**src/rtl/pba_pkg.sv**
```systemverilog
package pba_pkg;
  typedef enum logic [1:0] {
    CLS_B1 = 2'd0,
    CLS_B2 = 2'd1,
    CLS_B4 = 2'd2,
    CLS_B8 = 2'd3
  } chunk_cls_e;

  typedef enum logic {
    ST_IDLE = 1'b0,
    ST_SCAN = 1'b1
  } scan_st_e;
endpackage

```
**src/rtl/pba_size_class.sv**
```systemverilog
module pba_size_class
  import pba_pkg::*;
#(
  parameter int CNT_W = 8
) (
  input  logic [CNT_W-1:0] pages,
  output chunk_cls_e       cls,
  output logic             bad
);
  always_comb begin
    bad = (pages == '0) || (pages > CNT_W'(64));
    if (pages <= CNT_W'(8))       cls = CLS_B1;
    else if (pages <= CNT_W'(16)) cls = CLS_B2;
    else if (pages <= CNT_W'(32)) cls = CLS_B4;
    else                          cls = CLS_B8;
  end
endmodule

```
**src/rtl/pba_chunk_probe.sv**
```systemverilog
module pba_chunk_probe
  import pba_pkg::*;
#(
  parameter int MAP_BITS = 512,
  parameter int BYTE_W   = 6
) (
  input  logic [MAP_BITS-1:0] map,
  input  logic [BYTE_W-1:0]   byte_ptr,
  input  chunk_cls_e          cls,
  output logic [MAP_BITS-1:0] chunk_mask,
  output logic                all_clear,
  output logic                all_set
);
  localparam int BIT_W = BYTE_W + 3;

  logic [63:0]      lane;
  logic [BIT_W-1:0] base;

  always_comb begin
    case (cls)
      CLS_B1:  lane = 64'h0000_0000_0000_00FF;
      CLS_B2:  lane = 64'h0000_0000_0000_FFFF;
      CLS_B4:  lane = 64'h0000_0000_FFFF_FFFF;
      default: lane = 64'hFFFF_FFFF_FFFF_FFFF;
    endcase
    base       = {byte_ptr, 3'b000};
    chunk_mask = MAP_BITS'(lane) << base;
    all_clear  = (map & chunk_mask) == '0;
    all_set    = (map & chunk_mask) == chunk_mask;
  end
endmodule

```
**src/rtl/pba_dur_ring.sv**
```systemverilog
module pba_dur_ring #(
  parameter int DEPTH = 256,
  parameter int DUR_W = 7
) (
  input  logic                     clk,
  input  logic                     rst_n,
  input  logic                     wr_en,
  input  logic [DUR_W-1:0]         wr_data,
  input  logic [$clog2(DEPTH)-1:0] rd_idx,
  output logic [DUR_W-1:0]         rd_data
);
  localparam int PTR_W = $clog2(DEPTH);

  logic [DUR_W-1:0] slot_q [DEPTH];
  logic [PTR_W-1:0] wp_q;

  always_ff @(posedge clk or negedge rst_n) begin
    if (!rst_n) begin
      wp_q <= '0;
      for (int i = 0; i < DEPTH; i++) slot_q[i] <= '0;
    end else if (wr_en) begin
      slot_q[wp_q] <= wr_data;
      wp_q         <= wp_q + PTR_W'(1);
    end
  end

  assign rd_data = slot_q[rd_idx];
endmodule

```
**src/rtl/page_bitmap_alloc.sv**
```systemverilog
module page_bitmap_alloc
  import pba_pkg::*;
#(
  parameter int MAP_BITS   = 512,
  parameter int CNT_W      = 8,
  parameter int RING_DEPTH = 256
) (
  input  logic                          clk,
  input  logic                          rst_n,
  input  logic                          alloc_req,
  input  logic [CNT_W-1:0]              alloc_pages,
  output logic                          alloc_busy,
  output logic                          alloc_done,
  output logic [$clog2(MAP_BITS)-1:0]   alloc_idx,
  output logic                          alloc_err_size,
  output logic                          alloc_err_full,
  input  logic                          free_req,
  input  logic [$clog2(MAP_BITS)-1:0]   free_idx,
  input  logic [CNT_W-1:0]              free_pages,
  output logic                          free_err,
  input  logic [$clog2(RING_DEPTH)-1:0] ring_rd_idx,
  output logic [$clog2(MAP_BITS/8):0]   ring_rd_data
);
  localparam int MAP_BYTES = MAP_BITS / 8;
  localparam int BYTE_W    = $clog2(MAP_BYTES);
  localparam int BIT_W     = $clog2(MAP_BITS);
  localparam int DUR_W     = BYTE_W + 1;

  // reset: asynchronous assertion, synchronous release
  logic [1:0] rst_pipe_q;
  logic       rst_i_n;
  always_ff @(posedge clk or negedge rst_n) begin
    if (!rst_n) rst_pipe_q <= 2'b00;
    else        rst_pipe_q <= {rst_pipe_q[0], 1'b1};
  end
  assign rst_i_n = rst_pipe_q[1];

  // state
  scan_st_e           st_q, st_d;
  logic [MAP_BITS-1:0] map_q, map_d;
  logic [BYTE_W-1:0]  hint_q, hint_d, ptr_q, ptr_d, start_q, start_d;
  chunk_cls_e         cls_q, cls_d;
  logic               wrapped_q, wrapped_d;
  logic [DUR_W-1:0]   exam_q, exam_d, exam_now;
  logic               done_q, done_d, esize_q, esize_d, efull_q, efull_d;
  logic               ferr_q, ferr_d;
  logic [BIT_W-1:0]   idx_q, idx_d;

  // request decode
  chunk_cls_e         req_cls, fr_cls;
  logic               req_bad, fr_bad;
  logic [BYTE_W:0]    req_cb, cur_cb, fr_cb, ptr_adv;
  logic [BYTE_W-1:0]  start_calc, ptr_nxt, fr_byte;
  logic               at_end, wrap_now, exhausted;

  pba_size_class #(.CNT_W(CNT_W)) u_req_cls (
    .pages(alloc_pages), .cls(req_cls), .bad(req_bad));
  pba_size_class #(.CNT_W(CNT_W)) u_free_cls (
    .pages(free_pages), .cls(fr_cls), .bad(fr_bad));

  always_comb begin
    req_cb     = (BYTE_W+1)'(1) << req_cls;
    start_calc = hint_q & ~(BYTE_W'(req_cb) - BYTE_W'(1));
    cur_cb     = (BYTE_W+1)'(1) << cls_q;
    ptr_adv    = {1'b0, ptr_q} + cur_cb;
    at_end     = ptr_adv == (BYTE_W+1)'(MAP_BYTES);
    ptr_nxt    = at_end ? '0 : ptr_adv[BYTE_W-1:0];
    wrap_now   = wrapped_q | at_end;
    exhausted  = wrap_now && (ptr_nxt == start_q);
    fr_cb      = (BYTE_W+1)'(1) << fr_cls;
    fr_byte    = free_idx[BIT_W-1:3] & ~(BYTE_W'(fr_cb) - BYTE_W'(1));
    exam_now   = exam_q + DUR_W'(1);
  end

  // chunk probes: one for the search, one for releases
  logic [MAP_BITS-1:0] scan_mask, free_mask;
  logic                scan_clear, scan_full_unused, free_clear_unused, free_all_set;

  pba_chunk_probe #(.MAP_BITS(MAP_BITS), .BYTE_W(BYTE_W)) u_scan_probe (
    .map(map_q), .byte_ptr(ptr_q), .cls(cls_q),
    .chunk_mask(scan_mask), .all_clear(scan_clear), .all_set(scan_full_unused));
  pba_chunk_probe #(.MAP_BITS(MAP_BITS), .BYTE_W(BYTE_W)) u_free_probe (
    .map(map_q), .byte_ptr(fr_byte), .cls(fr_cls),
    .chunk_mask(free_mask), .all_clear(free_clear_unused), .all_set(free_all_set));

  logic                free_ok, ring_we;
  logic [MAP_BITS-1:0] set_mask, clr_mask;

  // next-state logic
  always_comb begin
    st_d      = st_q;
    hint_d    = hint_q;
    ptr_d     = ptr_q;
    start_d   = start_q;
    cls_d     = cls_q;
    wrapped_d = wrapped_q;
    exam_d    = exam_q;
    idx_d     = idx_q;
    done_d    = 1'b0;
    esize_d   = 1'b0;
    efull_d   = 1'b0;
    ring_we   = 1'b0;
    set_mask  = '0;

    case (st_q)
      ST_IDLE: begin
        if (alloc_req) begin
          if (req_bad) begin
            esize_d = 1'b1;
          end else begin
            st_d      = ST_SCAN;
            ptr_d     = start_calc;
            start_d   = start_calc;
            cls_d     = req_cls;
            wrapped_d = 1'b0;
            exam_d    = '0;
          end
        end
      end
      default: begin
        if (scan_clear) begin
          set_mask = scan_mask;
          hint_d   = ptr_nxt;
          idx_d    = {ptr_q, 3'b000};
          done_d   = 1'b1;
          ring_we  = 1'b1;
          st_d     = ST_IDLE;
        end else if (exhausted) begin
          efull_d = 1'b1;
          ring_we = 1'b1;
          st_d    = ST_IDLE;
        end else begin
          ptr_d     = ptr_nxt;
          wrapped_d = wrap_now;
          exam_d    = exam_now;
        end
      end
    endcase

    free_ok  = free_req && !fr_bad && free_all_set;
    ferr_d   = free_req && !free_ok;
    clr_mask = free_ok ? free_mask : '0;
    map_d    = (map_q & ~clr_mask) | set_mask;
  end

  // registers
  always_ff @(posedge clk or negedge rst_i_n) begin
    if (!rst_i_n) begin
      st_q      <= ST_IDLE;
      map_q     <= '0;
      hint_q    <= '0;
      ptr_q     <= '0;
      start_q   <= '0;
      cls_q     <= CLS_B1;
      wrapped_q <= 1'b0;
      exam_q    <= '0;
      idx_q     <= '0;
      done_q    <= 1'b0;
      esize_q   <= 1'b0;
      efull_q   <= 1'b0;
      ferr_q    <= 1'b0;
    end else begin
      st_q      <= st_d;
      map_q     <= map_d;
      hint_q    <= hint_d;
      ptr_q     <= ptr_d;
      start_q   <= start_d;
      cls_q     <= cls_d;
      wrapped_q <= wrapped_d;
      exam_q    <= exam_d;
      idx_q     <= idx_d;
      done_q    <= done_d;
      esize_q   <= esize_d;
      efull_q   <= efull_d;
      ferr_q    <= ferr_d;
    end
  end

  pba_dur_ring #(.DEPTH(RING_DEPTH), .DUR_W(DUR_W)) u_ring (
    .clk(clk), .rst_n(rst_i_n), .wr_en(ring_we), .wr_data(exam_now),
    .rd_idx(ring_rd_idx), .rd_data(ring_rd_data));

  assign alloc_busy     = (st_q == ST_SCAN);
  assign alloc_done     = done_q;
  assign alloc_idx      = idx_q;
  assign alloc_err_size = esize_q;
  assign alloc_err_full = efull_q;
  assign free_err       = ferr_q;
endmodule

```
**config.mk**
```make
export PLATFORM = sky130hd
export DESIGN_NAME = page_bitmap_alloc
export DESIGN_NICKNAME = d
export VERILOG_FILES = /design/src/rtl/pba_pkg.sv /design/src/rtl/pba_size_class.sv /design/src/rtl/pba_chunk_probe.sv /design/src/rtl/pba_dur_ring.sv /design/src/rtl/page_bitmap_alloc.sv
export SDC_FILE = /design/constraint.sdc
export NUM_CORES = 2
export LEC_CHECK = 0
export BUFFER_PORTS_ARGS = -buffer_cell sky130_fd_sc_hd__buf_2
export CORE_MARGIN = 4
export CORE_UTILIZATION = 58
export DETAILED_ROUTE_END_ITERATION = 10
export GPL_TIMING_DRIVEN = 0
export PLACE_DENSITY = 0.77
export SETUP_SLACK_MARGIN = 0.2
export SYNTH_ARGS = -nofsm -noshare
export SYNTH_HDL_FRONTEND = slang
export SYNTH_SLANG_ARGS = --single-unit
```
**constraint.sdc**
```tcl
create_clock -name clk -period 65.7 [get_ports clk]
set_input_delay 3.285 -clock clk [delete_from_list [all_inputs] [get_ports clk]]
set_output_delay 3.285 -clock clk [all_outputs]
set_load 0.02 [all_outputs]
```
=== Yosys cells after proc, flatten, opt, wreduce, memory -nomap -nowiden ===
Index checks and enable logic that the tools add are counted.

* Magnitude comparators: 11
* Bitwise operators: 14
* Shift operators: 5
* Add/subtract/negate cells: 5
* Equality and inequality tests: 10
* Mux-type cells: 48
* Reduce and logical (&&, ||, !) cells: 18
* Div/mod/pow operators: 0
* Multiply operators: 0

{| class="wikitable"
|+ Operator list
! cell !! number
|-
| $bwmux W1792 || 1
|-
| $and A512 B512 Y512 || 3
|-
| $mux W512 || 3
|-
| $shl A64 B9 Y512 || 2
|-
| $eq A512 B512 Y1 || 1
|-
| $logic_not A512 Y1 || 1
|-
| $not A512 Y512 || 1
|-
| $or A512 B512 Y512 || 1
|-
| $pmux W64 S3 || 2
|-
| $bmux W7 S8 || 1
|-
| $demux W7 S8 || 1
|-
| $mux W7 || 8
|-
| $mux W6 || 6
|-
| $mux W1 || 22
|-
| $ge A9 B9 Y1 const B || 2
|-
| $not A8 Y9 || 2
|-
| $gt A8 B7 Y1 const B || 2
|-
| $le A8 B4 Y1 const B || 2
|-
| $le A8 B5 Y1 const B || 2
|-
| $le A8 B6 Y1 const B || 2
|-
| $logic_not A8 Y1 || 2
|-
| $and A6 B6 Y6 || 2
|-
| $not A6 Y6 || 2
|-
| $shl A1 B2 Y6 const A || 2
|-
| 22 further kinds || 38
|}

* RAM bits: 0
* Memories: 0
* Memory bits (read-only): 0
* Bits in registers: 2353
* Latch bits: 0

=== Depth between registers and ports, before layout ===
* Depth in word-level cells: 16
* Gate-level depth with buffers: 19
* Gate-level depth less buffers: 14

=== Modules after synthesis ===
Synthesis repeated with hierarchy kept, for this count alone.

* Cell total of the unflattened synthesis: 9468
* Area total of the unflattened synthesis: 118222.1 um2

{| class="wikitable"
|+ By module, submodules not included
! module !! cells each !! times used !! area each (um2) !! sequential area each (um2)
|-
| pba_dur_ring || 5363 || 1 || 81999.9 || 45043.2
|-
| page_bitmap_alloc || 1879 || 1 || 21893.5 || 13838.3
|-
| pba_chunk_probe || 1103 || 2 || 7089.3 || 0.0
|-
| pba_size_class || 10 || 2 || 75.1 || 0.0
|}

=== Worst setup path after synthesis ===
OpenSTA, ideal clock, no wires.

* Kind: input to output
* Start: input ring_rd_idx[0]
* End: output ring_rd_data[0]
* Cell stages on the path: 7
* Setup slack: 55.860 ns
* Path buffers: 3
* Arrival: 6.555 ns
* Data required time: 62.415 ns
* Cells stage by stage: clkbuf_1 > buf_1 > buf_1 > mux4_2 > mux4_2 > mux4_2 > mux4_2

* Longest elaborated chain between the ends: 4

{| class="wikitable"
|+ Ends and longest elaborated chain
! what !! line !! source
|-
| start: declaration || page_bitmap_alloc.sv:21 || <nowiki>input logic [$clog2(RING_DEPTH)-1:0] ring_rd_idx,</nowiki>
|-
| $not A8 Y9 (implied by the code) || pba_dur_ring.sv:27 || <nowiki>assign rd_data = slot_q[rd_idx];</nowiki>
|-
| $bmux W7 S8 || pba_dur_ring.sv:27 ||
|-
| $mux W7 (implied by the code) (2 in series) || pba_dur_ring.sv:27 ||
|-
| end: declaration || page_bitmap_alloc.sv:22 || <nowiki>output logic [$clog2(MAP_BITS/8):0] ring_rd_data</nowiki>
|}

No other way between the ends. The select of a mux whose other input is x is not followed.

=== Final worst setup path ===
* Start: input ring_rd_idx[0]
* End: output ring_rd_data[4]

The elaborated chain is that of the path after synthesis.

==> metrics.cfg <==
[worst_setup_path]
cp_common_cell = mux4_2
reg2reg_from = cls_q[0]$_DFFE_PN0P_
crit_slowest_cell = buf_1
endpoint_kind = primary output
crit_arrival_ns = 8.20
crit_path_start_kind = primary input
cp_slowest_stage_delay_ns = 1.05
path_class = primary input to primary output
startpoint = ring_rd_idx[0]
critical_path.cell_chain = clkbuf_1 -> clkbuf_1 -> buf_1 -> mux4_2 -> mux4_2 -> mux4_2 -> mux4_2 -> buf_2
cp_data_required_time_ns = 62.42
path_max_fanout = 10

[power]
clockPowerShare = 0.356
swShare = 0.337
p_int_uw = 2510
vdd_drop_max_uv = 27.2
powerDensity_mw_per_mm2 = 31.5
power_frac_seq = 0.424
power.switching_uw = 1280
leakagePower_uw = 0.0590
combPwrFrac = 0.220

[synth]
ys_types = 79
ys_warn_count = 0
ys_seq_elements = 2353
syn_inst = 7619
ys.flop_type = dfrtp_1
synth_edf_count = 0
yosysTopAreaCell = dfrtp_1
avgSynthCellArea_um2 = 14.2
netlist_area_mm2 = 0.108
synth_top_area_frac = 0.546
yosys-top-cells-area = dfrtp_1, mux2_2, mux4_2
yosysSeqAreaShare = 0.546
async_flop_share = 1.00

[clock_tree]
cts_buffers = 229
cts_tree = yes
postCtsSetupBuffers = 0
cts-root-buf = clkbuf_16
clk_latency_ns = 0.89
clk_path_buf_depth = 3
clk_pin_slew_ns = 0.06
postCtsResizedCells = 0
cts.sinks = 2353
postCtsHoldBufs = 0
htree_levels = 4

[finish]
layout_common_cells = dfrtp_1, mux2_2, mux4_2, clkbuf_1, nand2_1
drive_above_1_share = 0.335
final_common_cell = dfrtp_1
nets = 7981
fin_util = 0.648
area_growth_pct = 11.2

[floorplan]
io_pins = 58
die_h_um = 439
std_cell_rows = 158
die_x_um = 439
design.core.area_mm2 = 0.185
initial_core_util = 0.582
die_area_mm2 = 0.193

[global_routing]
grt_max_degree = 77
antenna_found_initial = 27
gr-total-overflow = 0
grt_use_total = 0.348
grt_pass1_vias = 73000
grt_pass1_wl_um = 491000

[sta]
relSlewSlack = -0.0612
hold_viol = 0
worst_slew_pin_slew_ns = 1.59
min_period_over_period = 0.175
period_minus_slack_ns = 11.49
finalSetupTns_ns = 0
setup_viol = 0
rsz0062_at_grt = false
max_freq_ghz = 0.0871
skew_ns = 0.0432
slew_violations = 53

[detailed_routing]
avgViaCountPerCell = 6.80
drtPass1Iterations = 7
drc_errors = 0
drtAntennaViolNets = 0
wl_per_cell_um = 31.5
routed_wl_um = 334000
first_iter_violations = 8736
vias = 72100

[placed_design]
io_buffer_count = 40
dp_hpwl_um = 237000
place_congestion = 1.00

[outcome]
violations = capacitance limit, slew limit
status = finished, violations left

[flow_run]
max_cap_violations = 6

[hold_path]
min-delay-start = rst_pipe_q[0]$_DFF_PN0_
hp-class = flip-flop to flip-flop

cell usage after synthesis, types with 20 or more instances:
master        n
nand2_1     341
nor4b_2      27
and3_1       32
nand3_1     243
or3_1        21
o2bb2ai_1   107
nand2b_1     26
nor4_1      124
buf_1        71
nand4_1     171
buf_2        41
dfrtp_1    2353
nor2_1      149
a22o_1       35
mux4_2      595
mux2i_1     263
o21ai_0     101
inv_1       288
nor3_1       52
mux2_2     1539
a21oi_1      69
clkbuf_1    443
a21o_1      247
a211oi_1     20
critical path: cells and delay by family:
family	cells	cell delay, ns
mux	4	2.51
buf+inv	4	2.39
cells by family (layout without fill, tap and decap cells):
group,count (synthesis),in the layout,share of synthesized area
AO/OA/AOI/OAI,689,689,0.0461
XOR/XNOR,24,24,0.00195
adder cells (fa/ha/maj),12,12,0.00144
buffers and inverters,851,1347,0.0303
flip-flops,2353,2353,0.546
multiplexers,2397,2397,0.309
other,2,11,0.0000696
AND/OR/NAND/NOR,1291,1291,0.0649
metrics by stage:
stage	hold slack (ns)	setup slack [ns]	cell area [µm²]	instances	total power, µW
after floorplan	0.331	27.62	108000	7621	2050
after global placement	0.336	16.24	111000	10100	2390
after detailed placement	0.339	54.29	112000	10200	2420
after CTS	0.352	54.27	120000	10600	3750
after global routing	0.367	54.11	120000	10600	3880
final	0.349	54.22	120000	10600	3780
final cells by class:
cell class | count | area [µm²]
multi-input combinational | 4417 | 45700
clock inverter | 74 | 878
sequential | 2353 | 58900
timing repair buffer | 81 | 1290
clock buffer | 341 | 6780
buffer | 560 | 2200
inverter | 291 | 1090
tap | 2480 | 3100
antenna | 7 | 17.5
fill | 13100 | 65200
flip-flops by register name, indices dropped and copies added, names as in the netlist:
| register | flops |
|---|---|
| hint_q | 6 |
| cls_q | 2 |
| rst_pipe_q | 2 |
| free_err | 1 |
| alloc_err_full | 1 |
| map_q | 512 |
| wrapped_q | 1 |
| alloc_err_size | 1 |
| start_q | 6 |
| u_ring.wp_q | 8 |
| alloc_done | 1 |
| u_ring.slot_q | 1792 |
| exam_q | 7 |
| ptr_q | 6 |
| alloc_busy | 1 |
| alloc_idx | 6 |
routing by layer:
metal | GRT usage | vias up | part of all wire
met4 | 0.204 | 18 | 0.070
met1 | 0.457 | 38100 | 0.37
met3 | 0.108 | 1014 | 0.11
li1 | - | 29000 | -
met5 | 0 | - | 0.00036
met2 | 0.514 | 3965 | 0.45
worst paths after layout:
| path | depth (start not counted) | slack [ns] | endpoint |
|---|---|---|---|
| setup / recovery | 8 | 54.22 | ring_rd_data[4] |
| hold / removal | 0 | 0.35 | rst_pipe_q[1]$_DFF_PN0_ |
| setup reg to reg | 18 | 58.36 | u_ring.slot_q[326]$_DFFE_PN0P_ |
| hold reg to reg | 0 | 0.35 | rst_pipe_q[1]$_DFF_PN0_ |
| max in group asynchronous | 6 | 62.90 | start_q[1]$_DFFE_PN0P_ |
| min in group asynchronous | 0 | 0.40 | u_ring.slot_q[170]$_DFFE_PN0P_ |
power by group through the flow:
stage | Sequential [µW] | Combinational, µW | Clock [µW]
floorplan | 1640 | 416 | 0
global placement | 1650 | 742 | 0
detailed placement | 1630 | 796 | 0
CTS | 1600 | 800 | 1350
global route | 1610 | 857 | 1410
finish | 1600 | 832 | 1350
(Power assumes the default switching activity.)
